[src/rtl/cic_mc_pkg.sv]
package cic_mc_pkg;

    // integer power b**e for elaboration-time sizing
    function automatic int ipow(input int b, input int e);
        int p;
        p = 1;
        for (int i = 0; i < e; i++) p = p * b;
        return p;
    endfunction

    // smallest g such that 2**g >= v
    function automatic int bits_for(input int v);
        int g;
        g = 0;
        for (int i = 0; i < 31; i++) begin
            if ((1 << g) < v) g = g + 1;
        end
        return g;
    endfunction

endpackage

[src/rtl/cic_comb_shared.sv]
module cic_comb_shared #(
    parameter int NCH   = 2,
    parameter int ORDER = 5,
    parameter int W_ACC = 29,
    parameter int CHW   = 1
) (
    input  logic             clk,
    input  logic             rst_n,
    input  logic             flush,
    input  logic             valid,
    input  logic [CHW-1:0]   ch,
    input  logic [W_ACC-1:0] x_i,
    input  logic [W_ACC-1:0] x_q,
    output logic [W_ACC-1:0] y_i,
    output logic [W_ACC-1:0] y_q
);

    typedef struct packed {
        logic [ORDER-1:0][NCH-1:0][W_ACC-1:0] hist_i;
        logic [ORDER-1:0][NCH-1:0][W_ACC-1:0] hist_q;
    } comb_t;

    comb_t           q, d;
    logic [W_ACC-1:0] acc_i, acc_q, prev_i, prev_q;
    logic [CHW-1:0]  idx;
    logic            ch_ok;

    always_comb begin
        ch_ok = (int'(ch) < NCH);
        idx   = ch_ok ? ch : '0;
        d     = q;
        acc_i = x_i;
        acc_q = x_q;
        for (int k = 0; k < ORDER; k++) begin
            prev_i = acc_i;
            prev_q = acc_q;
            acc_i  = acc_i - q.hist_i[k][idx];
            acc_q  = acc_q - q.hist_q[k][idx];
            if (valid && ch_ok) begin
                d.hist_i[k][idx] = prev_i;
                d.hist_q[k][idx] = prev_q;
            end
        end
        if (flush) d = '0;
    end

    always_ff @(posedge clk or negedge rst_n) begin
        if (!rst_n) q <= '0;
        else        q <= d;
    end

    assign y_i = acc_i;
    assign y_q = acc_q;

    // an idle cycle leaves the channel histories untouched
    assert_comb_idle_R3: assert property (@(posedge clk) disable iff (!rst_n)
        (!valid && !flush) |=> $stable(q));

    // clear empties every history
    assert_comb_clear_R7: assert property (@(posedge clk) disable iff (!rst_n)
        flush |=> (q == '0));

endmodule

[src/rtl/cic_integ_chain.sv]
module cic_integ_chain #(
    parameter int ORDER = 5,
    parameter int W_ACC = 29,
    parameter int W_IN  = 16,
    parameter int SHIFT = 11
) (
    input  logic             clk,
    input  logic             rst_n,
    input  logic             flush,
    input  logic [W_ACC-1:0] x_i,
    input  logic [W_ACC-1:0] x_q,
    output logic [W_IN-1:0]  y_i,
    output logic [W_IN-1:0]  y_q
);

    typedef struct packed {
        logic [ORDER-1:0][W_ACC-1:0] sum_i;
        logic [ORDER-1:0][W_ACC-1:0] sum_q;
    } integ_t;

    integ_t           q, d;
    logic [W_ACC-1:0] run_i, run_q;

    always_comb begin
        d     = q;
        run_i = x_i;
        run_q = x_q;
        for (int k = 0; k < ORDER; k++) begin
            run_i        = q.sum_i[k] + run_i;
            run_q        = q.sum_q[k] + run_q;
            d.sum_i[k]   = run_i;
            d.sum_q[k]   = run_q;
        end
        if (flush) d = '0;
    end

    always_ff @(posedge clk or negedge rst_n) begin
        if (!rst_n) q <= '0;
        else        q <= d;
    end

    assign y_i = q.sum_i[ORDER-1][SHIFT +: W_IN];
    assign y_q = q.sum_q[ORDER-1][SHIFT +: W_IN];

    // clear empties the whole chain
    assert_integ_clear_R7: assert property (@(posedge clk) disable iff (!rst_n)
        flush |=> (q == '0));

    // a zero-stuffed cycle leaves the first stage holding its value
    assert_zero_stuff_R2: assert property (@(posedge clk) disable iff (!rst_n)
        (!flush && x_i == '0 && x_q == '0) |=> $stable(q.sum_i[0]) && $stable(q.sum_q[0]));

endmodule

[src/rtl/cic_mc_interp.sv]
module cic_mc_interp
    import cic_mc_pkg::*;
#(
    parameter int NCH   = 2,
    parameter int RATE  = 6,
    parameter int ORDER = 5,
    parameter int W_IN  = 16,
    localparam int CHW  = (NCH > 1) ? $clog2(NCH) : 1
) (
    input  logic                clk,
    input  logic                rst_n,
    input  logic                flush,
    input  logic                in_valid,
    input  logic [CHW-1:0]      in_ch,
    input  logic [W_IN-1:0]     in_i,
    input  logic [W_IN-1:0]     in_q,
    output logic [NCH*W_IN-1:0] out_i,
    output logic [NCH*W_IN-1:0] out_q
);

    localparam int GROWTH = bits_for(ipow(RATE, ORDER));
    localparam int W_ACC  = W_IN + GROWTH;
    localparam int SHIFT  = bits_for(ipow(RATE, ORDER - 1));
    localparam int PHW    = (bits_for(RATE) > 0) ? bits_for(RATE) : 1;

    typedef struct packed {
        logic [PHW-1:0]              phase;
        logic [NCH-1:0][W_ACC-1:0]   hold_i;
        logic [NCH-1:0][W_ACC-1:0]   hold_q;
    } ctl_t;

    ctl_t             q, d;
    logic [W_ACC-1:0] ext_i, ext_q, comb_i, comb_q;
    logic             feed;

    assign ext_i = {{GROWTH{in_i[W_IN-1]}}, in_i};
    assign ext_q = {{GROWTH{in_q[W_IN-1]}}, in_q};
    assign feed  = (q.phase == '0);

    cic_comb_shared #(
        .NCH(NCH), .ORDER(ORDER), .W_ACC(W_ACC), .CHW(CHW)
    ) u_comb (
        .clk(clk), .rst_n(rst_n), .flush(flush),
        .valid(in_valid), .ch(in_ch),
        .x_i(ext_i), .x_q(ext_q),
        .y_i(comb_i), .y_q(comb_q)
    );

    always_comb begin
        d = q;
        if (feed) begin
            d.hold_i = '0;
            d.hold_q = '0;
        end
        if (in_valid && (int'(in_ch) < NCH)) begin
            d.hold_i[in_ch] = comb_i;
            d.hold_q[in_ch] = comb_q;
        end
        d.phase = (int'(q.phase) == RATE - 1) ? '0 : q.phase + 1'b1;
        if (flush) d = '0;
    end

    always_ff @(posedge clk or negedge rst_n) begin
        if (!rst_n) q <= '0;
        else        q <= d;
    end

    for (genvar k = 0; k < NCH; k++) begin : g_chan
        logic [W_ACC-1:0] stuff_i, stuff_q;
        assign stuff_i = feed ? q.hold_i[k] : '0;
        assign stuff_q = feed ? q.hold_q[k] : '0;
        cic_integ_chain #(
            .ORDER(ORDER), .W_ACC(W_ACC), .W_IN(W_IN), .SHIFT(SHIFT)
        ) u_integ (
            .clk(clk), .rst_n(rst_n), .flush(flush),
            .x_i(stuff_i), .x_q(stuff_q),
            .y_i(out_i[k*W_IN +: W_IN]), .y_q(out_q[k*W_IN +: W_IN])
        );
    end

    // tags outside the channel range must not be presented
    assert_tag_range_R3: assert property (@(posedge clk) disable iff (!rst_n)
        in_valid |-> (int'(in_ch) < NCH));

    // the frame counter wraps after RATE cycles
    assert_phase_wrap_R2: assert property (@(posedge clk) disable iff (!rst_n)
        (!flush && int'(q.phase) == RATE - 1) |=> (q.phase == '0));

    // the phase never leaves its range
    assert_phase_range_R2: assert property (@(posedge clk) disable iff (!rst_n)
        int'(q.phase) < RATE);

    // clear zeroes every output on the next cycle
    assert_clear_out_R7: assert property (@(posedge clk) disable iff (!rst_n)
        flush |=> (out_i == '0 && out_q == '0));

    // a frame start with no arrival leaves nothing held
    assert_hold_empty_R9: assert property (@(posedge clk) disable iff (!rst_n)
        (feed && !in_valid && !flush) |=> (q.hold_i == '0 && q.hold_q == '0));

endmodule

[config.mk]
export PLATFORM = sky130hd
export DESIGN_NAME = cic_mc_interp
export DESIGN_NICKNAME = d
export VERILOG_FILES = /design/src/rtl/cic_mc_pkg.sv /design/src/rtl/cic_comb_shared.sv /design/src/rtl/cic_integ_chain.sv /design/src/rtl/cic_mc_interp.sv
export SDC_FILE = /design/constraint.sdc
export NUM_CORES = 2
export LEC_CHECK = 0
export ABC_AREA = 1
export BUFFER_PORTS_ARGS = -buffer_cell sky130_fd_sc_hd__buf_2
export CELL_PAD_IN_SITES_DETAIL_PLACEMENT = 0
export CELL_PAD_IN_SITES_GLOBAL_PLACEMENT = 1
export CORE_MARGIN = 8
export CORE_UTILIZATION = 35
export CTS_BUF_LIST = sky130_fd_sc_hd__clkbuf_8
export DETAILED_ROUTE_END_ITERATION = 10
export HOLD_SLACK_MARGIN = 0.05
export PLACE_DENSITY_LB_ADDON = 0.25
export SKIP_CTS_REPAIR_TIMING = 1
export SYNTH_ARGS = -nofsm -noshare
export SYNTH_HDL_FRONTEND = slang
export SYNTH_SLANG_ARGS = --single-unit
[constraint.sdc]
create_clock -name clk -period 9.1 [get_ports clk]
set_clock_uncertainty 0.15 [all_clocks]
set_input_delay 0.455 -clock clk [delete_from_list [all_inputs] [get_ports clk]]
set_output_delay 0.455 -clock clk [all_outputs]
set_load 0.1 [all_outputs]
==> flow_summary.toml <==
[status]
status = "complete, no violations"

[sta]
worst-slew-pin-transition_ns = 1.03
min_period_ns = 8.48
fin_ws_ns = 0.617
fmax_mhz = 118
finalCritPeriodShare = 0.932
slew_violations = 0
holdWs_ns = 0.105
hold_viol = 0
slew_headroom = 0.313
finalSetupViolCount = 0
rsz0062_at_grt = "true"

[global_route]
track_usage = 0.177
grt_pass1_wl_mm = 360
grt_max_degree = 161
antenna_found_initial = 2
grt_overflow = 0
grt_pass1_vias = 68600

[finish]
area_growth_pct = 13.6
n_fill_cell = 23500
layout.cell_area.non_filler_sq_um = 90200
drive_gt1_frac = 0.0950
final_nets = 11400
finish.utilization = 0.398

[floorplan]
die_area_sq_um = 242000
die_w_um = 492
rows = 175
pin_count = 101
start_util = 0.351
die_h_um = 492
core_area_sq_um = 226000

[critical_path]
crit_arrival_ns = 9.22
critPathMaxFanout = 30
r2r_cells = 40
cp-end-kind = "flop"
reg2reg_to = "g_chan[1].u_integ.y_i[14]"
cpMostUsedCell = "ha_1"
crit_required_ns = 9.84
slowest_stage = "dfrtp_1"
crit_path_end = "g_chan[1].u_integ.y_i[14]"
worstSetupStartpoint = "q[117]"
criticalPathCategory = "flop to flop"
ff2ff_setup_slack_ns = 0.62
reg2reg_from = "q[117]"
crit_path_start_kind = "flop"
cpPeakStageDelay_ns = 0.42

[yosys]
ys_async_sr_fraction = 1.00
syn-num-nets = 11100
syn_inst = 10300
yosys_most_used_dff = "dfrtp_1"
yosysWarnings = 0
ys_top_cells_by_count = "nand2_1 (1,765), inv_1 (1,670), dfrtp_1 (1,147)"
synth_area_sq_um = 79400
syn-mean-instance-area_sq_um = 7.73
ys_ff_latch = 1147
synth_seq_area_share = 0.362
synth_edf_count = 0
yosysTopAreaCell = "dfrtp_1"
synth.distinct_cells = 71
netlist_top_cells_area = "dfrtp_1 (36%), ha_1 (12%), nand2_1 (8.3%)"
yosysMostFrequentCell = "nand2_1"
synth.top_cell.area_share = 0.362

[clock_tree]
cts_root_buffer = "clkbuf_8"
clock_sinks = 1147
h-tree-depth = 4
cts.clk_slew.worst_paths_ns = 0.06
cts_tree = "done"
clkLatencyLatePin_ns = 0.98
cts-buffers-inserted = 225
clockBufferDepth = 3

[route]
dr.pass1.iters = 5
vias = 67500
avgRoutedWirePerCell_um = 16.1
final_antenna_net_count = 0
drc = 0
routed_wl_mm = 220
drt_iter0_markers = 3609
via_per_inst = 4.92

[job]
maxCapViolCount = 0

[min_path]
hold_class = "input pin to flop"

[place]
io_buffers = 100
place_worst_setup_slack_ns = -0.442
placed_area_sq_um = 83600
dp_hpwl_mm = 158
globalplace.congestion = 0.864
==> cells in the final DEF, fill, tap and decap left out, drive strengths merged, types with 27 or more instances in the layout <==
cell and count:
nand2 1793, inv 1745, dfrtp 1147, o21ai 1001, nor2 899, a21oi 847
ha 780, xor2 459, nand3 327, buf 320, clkbuf 280, o22ai 208
xnor2 137, nor3 99, a21o 67, o21bai 63, a31oi 50, o21a 46
dlygate4sd3 38, nand4 36, clkinv 35, nor4 33, a22o 30, fa 30
o211ai 27
==> through the flow <==
| step | TNS (ns) | cells |
|---|---|---|
| after CTS | -0.0421 | 13600 |
| after global placement | -1.99 | 13200 |
| after global routing | -0.583 | 13700 |
| after detailed placement | -1.48 | 13200 |
| after floorplan | 0 | 10300 |
| final | 0 | 13700 |
==> area by class of cell <==
type,instances,area (sq um),share of cell area
multi-input cells,7123,44100,0.489
flip-flops and latches,1147,28700,0.318
inverters,1673,6300,0.0699
clock buffers,280,3850,0.0427
well taps,3009,3760,0.0417
repair buffers,358,2640,0.0293
clock inverters,122,831,0.00921
diodes,7,17.5,0.000194
==> sequential cells by signal (all words and copies together), names as in the netlist <==
name	count
g_chan.u_integ.q	476
g_chan.u_integ.y_i	32
g_chan.u_integ.y_q	32
q	111
u_comb.q	496
==> worst min path at each step <==
stage                        from                      to  slack, ns  cells after the start
finish                      in_ch           u_comb.q[380]       0.10                      7
global placement    u_comb.q[251]           u_comb.q[251]       0.31                      2
global route                in_ch            u_comb.q[89]       0.08                      7
floorplan                   rst_n  g_chan[0].u_integ.q[0]      0.009                      0
detailed placement   u_comb.q[74]            u_comb.q[74]       0.31                      2
CTS                         rst_n            u_comb.q[71]      -0.71                      1
==> critical path: cells and delay by family (launching register included) <==
kind	cells	cell delay [ns]
xor+xnor	4	1.13
flops	1	0.42
simple gates	7	0.91
fa+ha+maj	5	1.68
buf+inv	7	0.86
compound gates	17	3.25
==> logic make-up (layout without fill, tap and decap cells) <==
group | count (synthesis) | count (layout) | share of synthesized area
AND/OR/NAND/NOR | 3239 | 3239 | 0.167
XOR/XNOR | 596 | 596 | 0.0660
multiplexers | 13 | 13 | 0.00164
AO/OA/AOI/OAI | 2465 | 2465 | 0.175
buffers and inverters | 1995 | 2433 | 0.0983
flip-flops | 1147 | 1147 | 0.362
other | 0 | 7 | 0
adder cells (fa/ha/maj) | 810 | 810 | 0.131
==> layer usage <==
layer / track usage / routed length (um) / up-vias
met5: 0 / 0 / -
met4: 0.0429 / 4450 / 0
met3: 0.0245 / 7700 / 330
met2: 0.295 / 101000 / 1077
met1: 0.244 / 107000 / 31900
li1: - / - / 34100
Power is left out: the tool's default activity adds up to more than one toggle a clock period on the data nets, which glitch-free logic cannot reach.
